$ cat src/rtl/bank_xlate_pkg.sv
package bank_xlate_pkg;

  // Register indices inside the register file
  localparam int REG_BOUND = 0;
  localparam int REG_BANK  = 1;
  localparam int REG_UPPER = 2;
  localparam int NUM_REGS  = 3;

  // Window indices of the one-hot select vector
  localparam int WIN_LOW   = 0;
  localparam int WIN_BANK  = 1;
  localparam int WIN_UPPER = 2;
  localparam int NUM_WINS  = 3;

  typedef enum logic [1:0] {
    WIN_SEL_LOW   = 2'd0,
    WIN_SEL_BANK  = 2'd1,
    WIN_SEL_UPPER = 2'd2
  } win_e;

endpackage

$ cat src/rtl/bx_regfile.sv
module bx_regfile
  import bank_xlate_pkg::*;
#(
  parameter int PORT_W = 8,
  parameter int DATA_W = 8,
  parameter logic [PORT_W-1:0] BOUND_PORT = 8'h10,
  parameter logic [PORT_W-1:0] BANK_PORT  = 8'h11,
  parameter logic [PORT_W-1:0] UPPER_PORT = 8'h12,
  parameter logic [DATA_W-1:0] BOUND_RST  = 8'hF0,
  parameter logic [DATA_W-1:0] BANK_RST   = 8'h00,
  parameter logic [DATA_W-1:0] UPPER_RST  = 8'h00
) (
  input  logic              clk,
  input  logic              rst_n,
  input  logic [PORT_W-1:0] io_port,
  input  logic              io_wr,
  input  logic              io_rd,
  input  logic [DATA_W-1:0] io_wdata,
  output logic [DATA_W-1:0] io_rdata,
  output logic [DATA_W-1:0] bound_q,
  output logic [DATA_W-1:0] bank_q,
  output logic [DATA_W-1:0] upper_q
);

  localparam logic [PORT_W-1:0] PORT_TAB [NUM_REGS] = '{BOUND_PORT, BANK_PORT, UPPER_PORT};
  localparam logic [DATA_W-1:0] RST_TAB  [NUM_REGS] = '{BOUND_RST, BANK_RST, UPPER_RST};

  logic [DATA_W-1:0] regs_q [NUM_REGS];
  logic [NUM_REGS-1:0] port_hit;
  logic [NUM_REGS-1:0] wr_hit;

  for (genvar g = 0; g < NUM_REGS; g++) begin : g_reg
    assign port_hit[g] = (io_port == PORT_TAB[g]);
    assign wr_hit[g]   = io_wr && port_hit[g];

    always_ff @(posedge clk) begin
      if (!rst_n)
        regs_q[g] <= RST_TAB[g];
      else if (wr_hit[g])
        regs_q[g] <= io_wdata;
    end

    // an accepted write lands on the following edge
    assert_wr_lands_R2: assert property (@(posedge clk) disable iff (!rst_n)
      wr_hit[g] |=> (regs_q[g] == $past(io_wdata)));

    // without a matching write strobe the register keeps its value
    assert_hold_R3: assert property (@(posedge clk) disable iff (!rst_n)
      !wr_hit[g] |=> $stable(regs_q[g]));
  end

  always_comb begin
    io_rdata = '0;
    for (int i = 0; i < NUM_REGS; i++) begin
      if (io_rd && port_hit[i])
        io_rdata = io_rdata | regs_q[i];
    end
  end

  assign bound_q = regs_q[REG_BOUND];
  assign bank_q  = regs_q[REG_BANK];
  assign upper_q = regs_q[REG_UPPER];

  // the read bus is quiet while no read strobe is present
  assert_rd_idle_R4: assert property (@(posedge clk) disable iff (!rst_n)
    !io_rd |-> (io_rdata == '0));

endmodule

$ cat src/rtl/bx_win_decode.sv
module bx_win_decode
  import bank_xlate_pkg::*;
#(
  parameter int NIB_W = 4
) (
  input  logic [NIB_W-1:0]    page_nib,
  input  logic [NIB_W-1:0]    bank_nib,
  input  logic [NIB_W-1:0]    upper_nib,
  output win_e                win,
  output logic [NUM_WINS-1:0] win_hot
);

  // Upper window has priority; then bank; low window otherwise.
  function automatic win_e pick_win(input logic [NIB_W-1:0] pg,
                                    input logic [NIB_W-1:0] bk,
                                    input logic [NIB_W-1:0] up);
    if (pg >= up)      return WIN_SEL_UPPER;
    else if (pg >= bk) return WIN_SEL_BANK;
    else               return WIN_SEL_LOW;
  endfunction

  assign win = pick_win(page_nib, bank_nib, upper_nib);

  always_comb begin
    win_hot = '0;
    unique case (win)
      WIN_SEL_UPPER: win_hot[WIN_UPPER] = 1'b1;
      WIN_SEL_BANK:  win_hot[WIN_BANK]  = 1'b1;
      default:       win_hot[WIN_LOW]   = 1'b1;
    endcase
  end

endmodule

$ cat src/rtl/bx_offset_add.sv
module bx_offset_add
  import bank_xlate_pkg::*;
#(
  parameter int LA_W   = 16,
  parameter int PA_W   = 20,
  parameter int DATA_W = 8,
  parameter int NIB_W  = 4
) (
  input  logic [LA_W-1:0]     log_addr,
  input  logic [NUM_WINS-1:0] win_hot,
  input  logic [DATA_W-1:0]   bank_pg,
  input  logic [DATA_W-1:0]   upper_pg,
  output logic [PA_W-1:0]     phys_addr
);

  localparam int PAGE_SH = LA_W - NIB_W;

  // Page register placed above the in-page bits, sum truncated to PA_W
  function automatic logic [PA_W-1:0] add_page(input logic [LA_W-1:0] la,
                                               input logic [DATA_W-1:0] pg);
    logic [PA_W-1:0] ext_la;
    logic [PA_W-1:0] ext_pg;
    ext_la = PA_W'(la);
    ext_pg = PA_W'(pg) << PAGE_SH;
    return ext_la + ext_pg;
  endfunction

  logic [PA_W-1:0] sum_bank;
  logic [PA_W-1:0] sum_upper;
  logic [PA_W-1:0] pass_low;

  assign sum_bank  = add_page(log_addr, bank_pg);
  assign sum_upper = add_page(log_addr, upper_pg);
  assign pass_low  = PA_W'(log_addr);

  always_comb begin
    phys_addr = pass_low;
    if (win_hot[WIN_UPPER])     phys_addr = sum_upper;
    else if (win_hot[WIN_BANK]) phys_addr = sum_bank;
  end

endmodule

$ cat src/rtl/bank_xlate.sv
module bank_xlate
  import bank_xlate_pkg::*;
#(
  parameter int LA_W   = 16,
  parameter int PA_W   = 20,
  parameter int PORT_W = 8,
  parameter int NIB_W  = 4,
  parameter logic [PORT_W-1:0] BOUND_PORT = 8'h10,
  parameter logic [PORT_W-1:0] BANK_PORT  = 8'h11,
  parameter logic [PORT_W-1:0] UPPER_PORT = 8'h12
) (
  input  logic              clk,
  input  logic              rst_n,
  input  logic [PORT_W-1:0] io_port,
  input  logic              io_wr,
  input  logic              io_rd,
  input  logic [2*NIB_W-1:0] io_wdata,
  output logic [2*NIB_W-1:0] io_rdata,
  input  logic [LA_W-1:0]   log_addr,
  output logic [PA_W-1:0]   phys_addr
);

  localparam int DATA_W  = 2 * NIB_W;
  localparam int PAGE_SH = LA_W - NIB_W;

  logic [DATA_W-1:0]   bound_q;
  logic [DATA_W-1:0]   bank_q;
  logic [DATA_W-1:0]   upper_q;
  logic [NIB_W-1:0]    page_nib;
  logic [NIB_W-1:0]    bank_nib;
  logic [NIB_W-1:0]    upper_nib;
  win_e                win;
  logic [NUM_WINS-1:0] win_hot;

  bx_regfile #(
    .PORT_W     (PORT_W),
    .DATA_W     (DATA_W),
    .BOUND_PORT (BOUND_PORT),
    .BANK_PORT  (BANK_PORT),
    .UPPER_PORT (UPPER_PORT),
    .BOUND_RST  (DATA_W'(8'hF0)),
    .BANK_RST   ('0),
    .UPPER_RST  ('0)
  ) u_regs (
    .clk      (clk),
    .rst_n    (rst_n),
    .io_port  (io_port),
    .io_wr    (io_wr),
    .io_rd    (io_rd),
    .io_wdata (io_wdata),
    .io_rdata (io_rdata),
    .bound_q  (bound_q),
    .bank_q   (bank_q),
    .upper_q  (upper_q)
  );

  assign page_nib  = log_addr[LA_W-1 -: NIB_W];
  assign bank_nib  = bound_q[NIB_W-1:0];
  assign upper_nib = bound_q[DATA_W-1:NIB_W];

  bx_win_decode #(
    .NIB_W (NIB_W)
  ) u_decode (
    .page_nib  (page_nib),
    .bank_nib  (bank_nib),
    .upper_nib (upper_nib),
    .win       (win),
    .win_hot   (win_hot)
  );

  bx_offset_add #(
    .LA_W   (LA_W),
    .PA_W   (PA_W),
    .DATA_W (DATA_W),
    .NIB_W  (NIB_W)
  ) u_add (
    .log_addr  (log_addr),
    .win_hot   (win_hot),
    .bank_pg   (bank_q),
    .upper_pg  (upper_q),
    .phys_addr (phys_addr)
  );

  // exactly one window is chosen for any register contents
  assert_one_win_R8: assert property (@(posedge clk) disable iff (!rst_n)
    $onehot(win_hot));

  // low window output equals the zero-extended input
  assert_low_pass_R5: assert property (@(posedge clk) disable iff (!rst_n)
    (win == WIN_SEL_LOW) |-> (phys_addr == PA_W'(log_addr)));

  // offsets are page granular, so in-page bits never change
  assert_inpage_R7: assert property (@(posedge clk) disable iff (!rst_n)
    phys_addr[PAGE_SH-1:0] == log_addr[PAGE_SH-1:0]);

  // a page below both equal nibbles can only be the low window
  assert_no_bank_R10: assert property (@(posedge clk) disable iff (!rst_n)
    (bank_nib == upper_nib) |-> (win != WIN_SEL_BANK));

endmodule

$ cat config.mk
export PLATFORM = sky130hd
export DESIGN_NAME = bank_xlate
export DESIGN_NICKNAME = d
export VERILOG_FILES = /design/src/rtl/bank_xlate_pkg.sv /design/src/rtl/bx_regfile.sv /design/src/rtl/bx_win_decode.sv /design/src/rtl/bx_offset_add.sv /design/src/rtl/bank_xlate.sv
export SDC_FILE = /design/constraint.sdc
export NUM_CORES = 1
export LEC_CHECK = 0
export BUFFER_PORTS_ARGS = -buffer_cell sky130_fd_sc_hd__clkbuf_2
export CORE_AREA = 2 2 66 68
export DETAILED_ROUTE_END_ITERATION = 8
export DIE_AREA = 0 0 68 70
export PLACE_DENSITY = 0.81
export SYNTH_ARGS = -nofsm -noshare
export SYNTH_HDL_FRONTEND = slang
export SYNTH_SLANG_ARGS = --single-unit
$ cat constraint.sdc
create_clock -name clk -period 2.1 [get_ports clk]
set_input_delay 0 -clock clk [delete_from_list [all_inputs] [get_ports clk]]
set_output_delay 0 -clock clk [all_outputs]
set_load 0.05 [all_outputs]
==> qor.yml <==
status: "complete, but fails checks"
violations: "negative setup slack"
worst_pin_slew_ns: 0.447
power_density_nw_per_um2: 540
p_sw_w: 0.000428
comb_power_share: 0.383
diodes: 0
wl_met3_um: 153
synthCells: 191
die_h_um: 70
htreeDepth: 1
drc_errors: 0
finalNonFillerCells: 280
hold_buffers: 0
fin_crit_ns: 2.18
ys.flop_type: "edfxtp_1"
die_x_um: 68
dieArea_um2: 4760
hold_class: "in -> out"
pin_count: 64
antenna_found_initial: 0
largest_register_ffs: 24
worstHoldPathCells: 0
synth_top_area_cell: "edfxtp_1"
final_layout_size_suffix_gt1_frac: 0.364
root_buffer: "clkbuf_8"
grt_pass1_vias: 1493
top_layer_used: "met4"
p_clk_frac: 0.185
synth_cell_types: 43
drtPass1Iterations: 4
cp-start-kind: "flop"
synth_most_common_cell: "edfxtp_1"
finalNetCount: 284
wl_met1_um: 1800
reg_top3: "u_regs.regs_q x24"
final_max_slew_viol_count: 0
synth_area_leaders: "edfxtp_1, ha_1, and2_1"
drt_iter0_drc: 86
setup_viol: 5
wirelength_um: 4270
vias: 1490
grt_usage: 0.185
rows: 24
synth-edff-count: 24
cp_cell_sequence: "ha_1, nand2b_4, a2111oi_4, nor3_4, mux2_4, mux2i_2, clkbuf_8"
core-area_um2: 4140
clock_sinks: 24
avgSynthCellArea_um2: 10.6
path_buf_inv: 1
worstSetupStartpoint: "u_regs.regs_q[0][0]$_SDFFCE_PN0P_"
slowest_delay_ns: 0.39
layout_setup_ws_ns: -0.0770
critPathMaxFanout: 3
ant_nets: 0
ys_async_sr_fraction: 0
fillCellCount: 343
p_leak_nw: 1.06
top_register: "u_regs.regs_q"
cts_tree: "built"
ys_top_cells_by_count: "edfxtp_1, and2_1, ha_1"
fmax_ghz: 0.459
peakVddDrop_mv: 0.231
grt_pass1_wl_um: 6770
fin_crit_sh: 1.04
rsz0062_at_grt: "yes"
relSlewSlack: 0.701
switching_share: 0.322
grt_remaining_overflow: 0
placedCellCount: 270
hold_viol: 0
syn-cell-area_um2: 2020
grt_max_degree: 13
wl_per_cell_um: 15.3
drt-vias-per-instance: 5.32
cts_buffers: 3
initial_core_util: 0.488
met2_length_um: 2300
synth-seq-cells: 24
p_int_w: 0.000902
arrival_ns: 2.18
hpwl_um: 3250
syn_to_final_growth_pct: 21.9
endpoint: "phys_addr[13]"
gp_congestion: 0.813
critical-path-slowest-cell: "edfxtp_1"
cts.reportedPaths.clkPinSlew_ns: 0.07
ys_warn_count: 0
preCtsSetupSlack_ns: 0.0537
critical_path_class: "reg -> out"
power_frac_seq: 0.432
clk_path_buf_depth: 2
max-cap-violations: 0
cp.required_ns: 2.10
syn-num-nets: 245
setup.worst_path.end_class: "primary output"
synth_top_area_share: 0.356
ys_seq_area_frac: 0.356
crit_family: "multiplexers"
worst-path-stages: 7
numPortBuffers: 39
-- routing by layer --
metal	vias up	GRT usage
met5	-	0
met2	40	0.314
met3	2	0.0242
met4	0	0.0489
met1	685	0.245
li1	763	-
-- kinds of logic after synthesis --
group | Yosys count | share of synthesized area
XOR/XNOR | 10 | 0.0433
flip-flops | 24 | 0.356
AND/OR/NAND/NOR | 71 | 0.237
adder cells (fa/ha/maj) | 18 | 0.119
multiplexers | 5 | 0.0291
buffers and inverters | 28 | 0.0786
AO/OA/AOI/OAI | 35 | 0.137
-- how the worst min path moves through the flow --
stage                       startpoint            end  slack, ns
after floorplan            log_addr[0]   phys_addr[0]       0.17
after global placement    log_addr[10]  phys_addr[10]     0.0003
after detailed placement  log_addr[10]  phys_addr[10]     0.0003
after CTS                 log_addr[10]  phys_addr[10]     0.0003
after global routing       log_addr[4]   phys_addr[4]    0.00008
final                      log_addr[4]   phys_addr[4]    0.00002
-- area by class of cell --
type                            instances  area (um2)  share of cell area
Tap cell                               52        65.1              0.0264
Timing Repair Buffer                   49         347               0.141
Clock buffer                            3        41.3              0.0168
Inverter                               13        48.8              0.0198
Multi-Input combinational cell        139        1240               0.504
Sequential cell                        24         721               0.292
-- repair_timing --
action                                  4_1_cts  5_1_grt
setup buffers                                 2        5
pin swaps                                     6       11
resized for setup                            25       13
endpoints found under the setup margin        8        8
-- power by group through the flow --
stage	clock [W]	combinational (W)	sequential, W
after floorplan	0	0.000363	0.000574
after global placement	0	0.000406	0.000580
after detailed placement	0	0.000417	0.000582
after CTS	0.000254	0.000477	0.000571
after global routing	0.000271	0.000551	0.000577
final	0.000246	0.000509	0.000574
-- stage by stage --
stage               power, W  setup TNS [ns]  instance area, um2  hold WS [ns]   util
floorplan           0.000937          -0.511                2020         0.167      -
global placement    0.000987               0                2210      0.000341  0.533
detailed placement  0.000999               0                2210      0.000341  0.533
CTS                  0.00130          -0.185                2360      0.000341  0.569
global route         0.00140          -0.959                2460     0.0000799  0.595
finish               0.00133          -0.196                2460     0.0000220  0.595
-- cells in the final DEF, fill, tap and decap left out, types with 4 or more instances in the layout --
cell type	Yosys	layout
clkbuf_8	0	10
ha_1	16	10
a221o_1	8	8
nand2b_1	6	5
nand2_1	9	9
buf_4	12	10
nor2_1	12	11
a21oi_1	6	5
inv_1	13	12
xor2_1	7	7
ha_4	0	4
clkbuf_2	0	31
and2_1	21	21
and3_1	8	8
edfxtp_1	24	24
Note: power is estimated with default switching activity, not from simulation.
